### src/rtl/uart_tx_pkg.sv
package uart_tx_pkg;
  localparam int SHORT_W = 8;
  localparam int LONG_W  = 9;
  localparam int FRAME_W = LONG_W + 2;
  localparam int CNT_W   = $clog2(FRAME_W + 1);

  typedef enum logic [2:0] {
    SRC_NONE,
    SRC_PRE,
    SRC_BRK,
    SRC_MARK,
    SRC_DATA
  } src_e;

  // Bit times in one frame for the chosen word length.
  function automatic logic [CNT_W-1:0] frame_len(input logic nine);
    return nine ? CNT_W'(LONG_W + 2) : CNT_W'(SHORT_W + 2);
  endfunction

  // Frame laid out for shifting out of bit 0: start, data LSB first, stop.
  function automatic logic [FRAME_W-1:0] data_frame(input logic [LONG_W-1:0] d,
                                                    input logic nine);
    logic [FRAME_W-1:0] f;
    f    = '1;
    f[0] = 1'b0;
    for (int i = 0; i < LONG_W; i++) begin
      if (i < SHORT_W || nine) f[i+1] = d[i];
    end
    return f;
  endfunction
endpackage

### src/rtl/uart_tx_shifter.sv
module uart_tx_shifter
  import uart_tx_pkg::*;
(
  input  logic               clk,
  input  logic               rst_n,
  input  logic               bit_tick,
  input  logic               load_en,
  input  logic [FRAME_W-1:0] load_bits,
  input  logic [CNT_W-1:0]   load_len,
  output logic               ser_bit,
  output logic               busy,
  output logic               slot_free
);
  logic [FRAME_W-1:0] shreg;
  logic [CNT_W-1:0]   left;

  always_ff @(posedge clk or negedge rst_n) begin
    if (!rst_n) begin
      shreg <= '1;
      left  <= '0;
    end else if (load_en) begin
      shreg <= load_bits;
      left  <= load_len;
    end else if (bit_tick) begin
      if (left > CNT_W'(1)) begin
        shreg <= {1'b1, shreg[FRAME_W-1:1]};
        left  <= left - CNT_W'(1);
      end else begin
        shreg <= '1;
        left  <= '0;
      end
    end
  end

  assign busy      = (left != '0);
  assign slot_free = (left <= CNT_W'(1));
  assign ser_bit   = busy ? shreg[0] : 1'b1;

  assert_steady_between_ticks_R10: assert property (@(posedge clk) disable iff (!rst_n)
    !bit_tick |=> $stable(ser_bit));

  assert_load_at_slot_R3: assert property (@(posedge clk) disable iff (!rst_n)
    load_en |-> (bit_tick && slot_free));
endmodule

### src/rtl/uart_tx_source.sv
module uart_tx_source
  import uart_tx_pkg::*;
(
  input  logic               clk,
  input  logic               rst_n,
  input  logic               tx_en,
  input  logic               brk_req,
  input  logic               nine_bit,
  input  logic               hold_full,
  input  logic [LONG_W-1:0]  hold_data,
  input  logic               slot,
  output src_e               pick,
  output logic               load_en,
  output logic [FRAME_W-1:0] load_bits,
  output logic [CNT_W-1:0]   load_len,
  output logic               data_taken
);
  logic en_q, pre_pend, last_brk, en_ok;

  assign en_ok = tx_en & en_q;

  always_comb begin
    pick = SRC_NONE;
    if (slot && en_ok) begin
      if (pre_pend)       pick = SRC_PRE;
      else if (brk_req)   pick = SRC_BRK;
      else if (last_brk)  pick = SRC_MARK;
      else if (hold_full) pick = SRC_DATA;
    end
  end

  always_comb begin
    load_len = frame_len(nine_bit);
    case (pick)
      SRC_BRK:  load_bits = '0;
      SRC_DATA: load_bits = data_frame(hold_data, nine_bit);
      SRC_MARK: begin load_bits = '1; load_len = CNT_W'(1); end
      default:  load_bits = '1;
    endcase
  end

  assign load_en    = (pick != SRC_NONE);
  assign data_taken = (pick == SRC_DATA);

  always_ff @(posedge clk or negedge rst_n) begin
    if (!rst_n) begin
      en_q     <= 1'b0;
      pre_pend <= 1'b0;
      last_brk <= 1'b0;
    end else begin
      en_q <= tx_en;
      if (!tx_en)              pre_pend <= 1'b0;
      else if (!en_q)          pre_pend <= 1'b1;
      else if (pick == SRC_PRE) pre_pend <= 1'b0;
      if (pick == SRC_BRK)     last_brk <= 1'b1;
      else if (load_en)        last_brk <= 1'b0;
    end
  end
endmodule

### src/rtl/uart_tx_flags.sv
module uart_tx_flags (
  input  logic clk,
  input  logic rst_n,
  input  logic wr_en,
  input  logic data_taken,
  input  logic slot,
  input  logic load_en,
  input  logic ie_empty,
  input  logic ie_done,
  output logic flag_empty,
  output logic flag_done,
  output logic irq
);
  always_ff @(posedge clk or negedge rst_n) begin
    if (!rst_n) begin
      flag_empty <= 1'b1;
      flag_done  <= 1'b1;
    end else begin
      if (wr_en)           flag_empty <= 1'b0;
      else if (data_taken) flag_empty <= 1'b1;
      if (wr_en)           flag_done  <= 1'b0;
      else if (slot)       flag_done  <= !load_en;
    end
  end

  assign irq = (flag_empty & ie_empty) | (flag_done & ie_done);

  assert_write_clears_flags_R4: assert property (@(posedge clk) disable iff (!rst_n)
    wr_en |=> (!flag_empty && !flag_done));

  assert_move_sets_empty_R3: assert property (@(posedge clk) disable iff (!rst_n)
    (data_taken && !wr_en) |=> flag_empty);
endmodule

### src/rtl/uart_tx_brk.sv
module uart_tx_brk
  import uart_tx_pkg::*;
(
  input  logic              clk,
  input  logic              rst_n,
  input  logic              bit_tick,
  input  logic              tx_en,
  input  logic              brk_req,
  input  logic              nine_bit,
  input  logic              wr_en,
  input  logic [LONG_W-1:0] wr_data,
  input  logic              ie_empty,
  input  logic              ie_done,
  output logic              txd,
  output logic              tx_oe,
  output logic              flag_empty,
  output logic              flag_done,
  output logic              irq
);
  logic [LONG_W-1:0]  hold;
  logic               hold_full, slot, load_en, data_taken;
  logic               ser_bit, busy, slot_free;
  logic [FRAME_W-1:0] load_bits;
  logic [CNT_W-1:0]   load_len;
  src_e               pick;

  always_ff @(posedge clk or negedge rst_n) begin
    if (!rst_n)     hold <= '0;
    else if (wr_en) hold <= wr_data;
  end

  assign hold_full = ~flag_empty;
  assign slot      = bit_tick & slot_free;

  uart_tx_source u_source (
    .clk(clk), .rst_n(rst_n), .tx_en(tx_en), .brk_req(brk_req),
    .nine_bit(nine_bit), .hold_full(hold_full), .hold_data(hold), .slot(slot),
    .pick(pick), .load_en(load_en), .load_bits(load_bits), .load_len(load_len),
    .data_taken(data_taken)
  );

  uart_tx_shifter u_shifter (
    .clk(clk), .rst_n(rst_n), .bit_tick(bit_tick), .load_en(load_en),
    .load_bits(load_bits), .load_len(load_len),
    .ser_bit(ser_bit), .busy(busy), .slot_free(slot_free)
  );

  uart_tx_flags u_flags (
    .clk(clk), .rst_n(rst_n), .wr_en(wr_en), .data_taken(data_taken),
    .slot(slot), .load_en(load_en), .ie_empty(ie_empty), .ie_done(ie_done),
    .flag_empty(flag_empty), .flag_done(flag_done), .irq(irq)
  );

  assign txd   = ser_bit;
  assign tx_oe = tx_en | busy;

  assert_done_means_idle_R4: assert property (@(posedge clk) disable iff (!rst_n)
    flag_done |-> !busy);

  assert_frame_runs_out_R8: assert property (@(posedge clk) disable iff (!rst_n)
    (busy && !slot) |=> busy);

  assert_break_drives_low_R6: assert property (@(posedge clk) disable iff (!rst_n)
    (pick == SRC_BRK) |=> !txd);
endmodule

### config.mk
export PLATFORM = sky130hd
export DESIGN_NAME = uart_tx_brk
export DESIGN_NICKNAME = d
export VERILOG_FILES = /design/src/rtl/uart_tx_pkg.sv /design/src/rtl/uart_tx_shifter.sv /design/src/rtl/uart_tx_source.sv /design/src/rtl/uart_tx_flags.sv /design/src/rtl/uart_tx_brk.sv
export SDC_FILE = /design/constraint.sdc
export NUM_CORES = 1
export LEC_CHECK = 0
export BUFFER_PORTS_ARGS = -buffer_cell sky130_fd_sc_hd__buf_2
export CORE_UTILIZATION = 30
export DETAILED_ROUTE_END_ITERATION = 16
export GPL_ROUTABILITY_DRIVEN = 0
export MAX_ROUTING_LAYER = met4
export SKIP_LAST_GASP = 1
export SYNTH_ARGS = -nofsm -noshare
export SYNTH_HDL_FRONTEND = slang
export SYNTH_SLANG_ARGS = --single-unit
### constraint.sdc
create_clock -name clk -period 1.8 [get_ports clk]
set_input_delay 0.18 -clock clk [delete_from_list [all_inputs] [get_ports clk]]
set_output_delay 0.18 -clock clk [all_outputs]
set_load 0.03 [all_outputs]
==> out/qor.txt, run 1 <==
Layout cells sized above 1 - 0.399
Synth Register Bits - 29
Fin area - 1800 um2
DR vias/cell - 5.01
RSZ-0062 raised after global routing - false
Setup TNS - 0 ns
Post-synthesis sequential area ratio - 0.497
Initial DRT Pass Iterations - 4
Max Cap Viol - 0
LEAKAGE - 0.744 nW
Hold Path Depth - 1
# H-tree levels - 2
Vias in the first global route - 1,200
Non-filler cells, final - 230
Starting density of the core - 0.314
Max Freq - 591 MHz
Dpl ws - 0.0458 ns
Worst-path clk slew - 0.06 ns
Drt initial violations - 69
All-Layer GR Usage - 0.149
Syn avg cell area - 11.1 um2
Worst VDD drop - 0.000465 V
Placed wire-length estimate - 2160 um
Final hold violation count - 0
Core area - 4750 um2
Worst Skew - 0.00933 ns
Worst Path Required - 2.01 ns
Final period utilization - 0.940
Commonest non-fill, non-tap cells in the layout - 22 x buf_2, 16 x dfrtp_1, 13 x nand3_1, 13 x dfstp_2, 12 x nand2_1
WS Path Type - reg2reg
Area of the die - 5260 um2
Clk_lat worst skew - 0.29 ns
Syn Std Cell Area - 1490 um2
Setup crit start kind - register
DRT Wirelength - 3200 um
WHS - 0.0378 ns
Die height - 72.5 um
Gr ovfl total - 0
Wire per inst - 13.9 um
Worst slew pin tran - 0.629 ns
Crit path time final - 1.69 ns
Area of the multi-input gates - 677 um2
Crit-path cells - inv_1 -> ha_2 -> or2_4 -> and2_4 -> o21a_1 -> a221o_1
HP Class - in2reg
Delay-heaviest family, CP - simple AND/OR/NAND/NOR gates
Die W - 72.5 um
Reg area - 742 um2
Pwr/cell area - 1430 nW/um2
Postcts setup bufs - 0
Largest net degree at the start of global routing - 30
Slowest-stage cell, CP - dfrtp_1
Row Count - 25
Num ports - 23
Status - completed
PnR worst setup slack - 0.107 ns
Bufs on Longest Clock Path - 2
Worst-path fanout max - 6
Diode count - 0
Crit end category - register
Buf/Inv on CP - 1
Yosys cell types - 45
IO Port Bufs - 22
Most common cell after layout, fill and taps aside - buf_2
Slew headroom - 0.581
P&R area growth vs syn - 20.4%
Root buffer cell - clkbuf_8
Final Slew Violations - 0
Net Count, Synth - 154
Synth Instances - 134
Reg2reg path depth - 6
Post-DP Area - 1660 um2
CP max stage delay - 0.39 ns
DP Cell Count - 221
Total number of vias - 1,152
Number of cells on the critical path - 6
Pwr Total - 2.57 mW
Final ANT Viol Nets - 0
Clock sinks - 29
EDFF count, synth - 0
# setup viols final - 0
Final #Nets - 182
Filler Cell Count - 496
Post-synth ARST share - 1.00
Antenna violations before repair - 0
Most used flip-flop cell after synthesis - dfrtp_1
TritonCTS Buffers - 5
Number of remaining DRC errors - 0
CTS tree - done
Post-layout util - 0.378
CP Data Arrival Time - 1.90 ns
First-pass GRT wire length - 5610 um
Yosys warning count - 0
## registers in the layout, indices dropped and copies added, names as in the netlist
name / cells
u_shifter.left: 4
u_source.pre_pend: 1
u_source.en_q: 1
u_flags.flag_empty: 1
u_source.last_brk: 1
u_shifter.shreg: 11
u_flags.flag_done: 1
hold: 9
## cell usage after synthesis (2+ instances only)
master / count / share of area
o21ai_1: 9 / 0.030
nor3_1: 2 / 0.0067
a221o_1: 2 / 0.013
nand4b_1: 8 / 0.047
ha_1: 2 / 0.017
nand3_1: 13 / 0.044
dfrtp_1: 16 / 0.27
nand2b_1: 2 / 0.0084
dfstp_2: 13 / 0.23
nor2_4: 2 / 0.015
inv_1: 4 / 0.010
a21oi_1: 4 / 0.013
nand2_1: 12 / 0.030
nor2_1: 4 / 0.010
mux2_2: 10 / 0.076
a2bb2oi_1: 2 / 0.012
## layout make-up
| type | instances | area share |
|---|---|---|
| clock buffer | 7 | 0.0481 |
| clock inverter | 1 | 0.0167 |
| inverter | 4 | 0.00836 |
| multi-input combinational | 94 | 0.377 |
| sequential | 29 | 0.413 |
| tap | 67 | 0.0467 |
| timing repair buffer | 28 | 0.0899 |
## metal layers
metal / GRT usage / vias to the layer above / wire [um] / part of all wire
met2: 0.208 / 41 / 1380 / 0.43
met4: 0.0937 / 0 / 49 / 0.015
met1: 0.187 / 553 / 1540 / 0.48
met3: 0.0431 / 6 / 234 / 0.073
li1: - / 552 / - / -
met5: - / - / 0 / 0
## kinds of logic (layout without fill, tap and decap cells)
family | Yosys count | count (layout) | synth area share
compound gates | 28 | 28 | 0.139
fa+ha+maj | 2 | 2 | 0.0168
buf+inv | 11 | 40 | 0.0512
flops | 29 | 29 | 0.497
mux | 10 | 10 | 0.0755
simple gates | 54 | 54 | 0.220
## repair_timing
| item | CTS | global route |
|---|---|---|
| hold buffers | 1 | 0 |
| gates resized for setup | 0 | 3 |
| endpoints found under the setup margin | 0 | 4 |
| endpoints found under the hold margin | 16 | 0 |
## report_power, final
part | internal (mW) | total, mW | switching (mW)
combinational | 0.374 | 0.826 | 0.452
sequential | 0.911 | 1.04 | 0.131
clock | 0.451 | 0.705 | 0.254
total | 1.74 | 2.57 | 0.837
## path summary, 6_finish.rpt
path | from | end | slack [ns]
max in group asynchronous | rst_n | u_shifter.left[2] | 0.94
min | tx_en | u_source.en_q | 0.04
max | u_shifter.left[0] | u_shifter.shreg[0] | 0.11
min reg2reg | u_source.en_q | u_source.pre_pend | 0.50
max reg2reg | u_shifter.left[0] | u_shifter.shreg[0] | 0.11
min in group asynchronous | rst_n | u_source.en_q | 0.44
(Power assumes the default switching activity.)
==> run 2: changes to the inputs <==
- PLACE_DENSITY: not set -> 0.53
- SETUP_SLACK_MARGIN: not set -> 0.15
==> out/qor.txt, run 2 (synthesis gave the netlist of run 1 again) <==
All-Layer GR Usage - 0.138
PnR worst setup slack - 0.187 ns
Area of the die - 5260 um2
Core area - 4750 um2
Total number of vias - 1,167
Initial DRT Pass Iterations - 4
Pwr/cell area - 1400 nW/um2
Status - completed
Dpl ws - 0.107 ns
Most common cell after layout, fill and taps aside - buf_2
P&R area growth vs syn - 23.2%
CTS tree - done
Area of the multi-input gates - 709 um2
Crit path time final - 1.61 ns
Largest Register - u_shifter.shreg
Worst Skew - 0.00817 ns
Largest regs - u_shifter.shreg: 11 flops, hold: 9 flops, u_shifter.left: 4 flops
IO Port Bufs - 22
RR Startpoint - u_flags.flag_empty
Worst VDD drop - 0.000508 V
Wire per inst - 13.9 um
DR vias/cell - 4.99
Reg area - 743 um2
Hold Path Depth - 1
Setup crit start kind - register
Die W - 72.5 um
# H-tree levels - 2
Worst slew pin tran - 0.653 ns
WS Path Type - reg2reg
Setup TNS - 0 ns
Vias in the first global route - 1,131
Diode count - 0
Crit end category - register
Worst-path fanout max - 5
Register-to-register path setup slack - 0.19 ns
TritonCTS Buffers - 5
R2R Path End - u_shifter.shreg[8]
Max Freq - 620 MHz
Final #Nets - 186
HP Class - in2reg
Filler Cell Count - 491
Worst Path Required - 2.02 ns
Final period utilization - 0.896
WHS - 0.0545 ns
Clock sinks - 29
First-pass GRT wire length - 5300 um
Placed wire-length estimate - 2230 um
Die height - 72.5 um
DRT Wirelength - 3250 um
Final Slew Violations - 0
Num ports - 23
Final ANT Viol Nets - 0
Post-layout util - 0.386
Row Count - 25
Bufs on Longest Clock Path - 2
Layout cells sized above 1 - 0.443
Pwr Total - 2.57 mW
Number of remaining DRC errors - 0
Worst hold path endpoint - u_source.en_q
Worst-path clk slew - 0.06 ns
Root buffer cell - clkbuf_8
Max reg flops - 11
Antenna violations before repair - 0
Starting density of the core - 0.314
Slew headroom - 0.565
Drt initial violations - 55
Commonest non-fill, non-tap cells in the layout - 22 x buf_2, 15 x dfrtp_1, 13 x nand3_1, 13 x dfstp_2, 12 x nand2_1
Largest net degree at the start of global routing - 30
Max Cap Viol - 0
CP Data Arrival Time - 1.83 ns
Final hold violation count - 0
Hold_sp - tx_en
# setup viols final - 0
Reg2reg path depth - 4
Gr ovfl total - 0
RSZ-0062 raised after global routing - true
LEAKAGE - 0.755 nW
Clk_lat worst skew - 0.29 ns
==> run 2: power by group <==
part | switching, mW | leakage, nW | internal [mW]
clock network | 0.256 | 0.0542 | 0.345
registers | 0.135 | 0.326 | 0.912
logic | 0.489 | 0.375 | 0.438
==> run 2: critical path, stage by stage, from the launching register on <==
cell and delay (ns):
dfstp_2 0.52, or4b_4 0.51, a41oi_4 0.29, o21ai_1 0.12, nand4b_1 0.11
==> run 2: cell type report <==
type | instances | share of cell area
flip-flops and latches | 29 | 0.405
multi-input cells | 95 | 0.386
repair buffers | 31 | 0.100
clock buffers | 7 | 0.0525
well taps | 67 | 0.0456
inverters | 4 | 0.00817
clock inverters | 1 | 0.00272
==> run 2: worst max path at each step <==
stage	start	to	depth (start not counted)	slack, ns
6_report	u_flags.flag_empty	u_shifter.shreg[8]	4	0.19
5_1_grt	u_source.en_q	u_shifter.shreg[5]	4	0.13
4_1_cts	u_shifter.left[1]	u_shifter.shreg[0]	6	0.16
3_5_place_dp	u_shifter.left[0]	u_shifter.shreg[0]	6	0.11
3_3_place_gp	u_shifter.left[0]	u_shifter.shreg[0]	6	0.15
2_1_floorplan	u_flags.flag_empty	u_shifter.shreg[1]	4	0.15
==> run 2: per-layer routing <==
layer	vias up	routed length, um	track usage	part of all wire
li1	562	-	-	-
met4	0	85	0.0915	0.026
met3	5	100	0.0292	0.031
met5	-	0	-	0
met1	573	1580	0.179	0.48
met2	27	1490	0.194	0.46
==> run 2: metrics by stage <==
stage	cells	area (um2)
floorplan	134	1490
global placement	219	1650
detailed placement	219	1650
CTS	229	1780
global route	234	1840
finish	234	1840
==> run 2: what timing repair did <==
item                                    4_1_cts  5_1_grt
gates resized for setup                       3        5
cloned                                        0        1
endpoints found under the setup margin        6       12
hold buffers                                  1        0
buffers inserted                              1        4
pin swaps                                     0        3
endpoints found under the hold margin        16        0
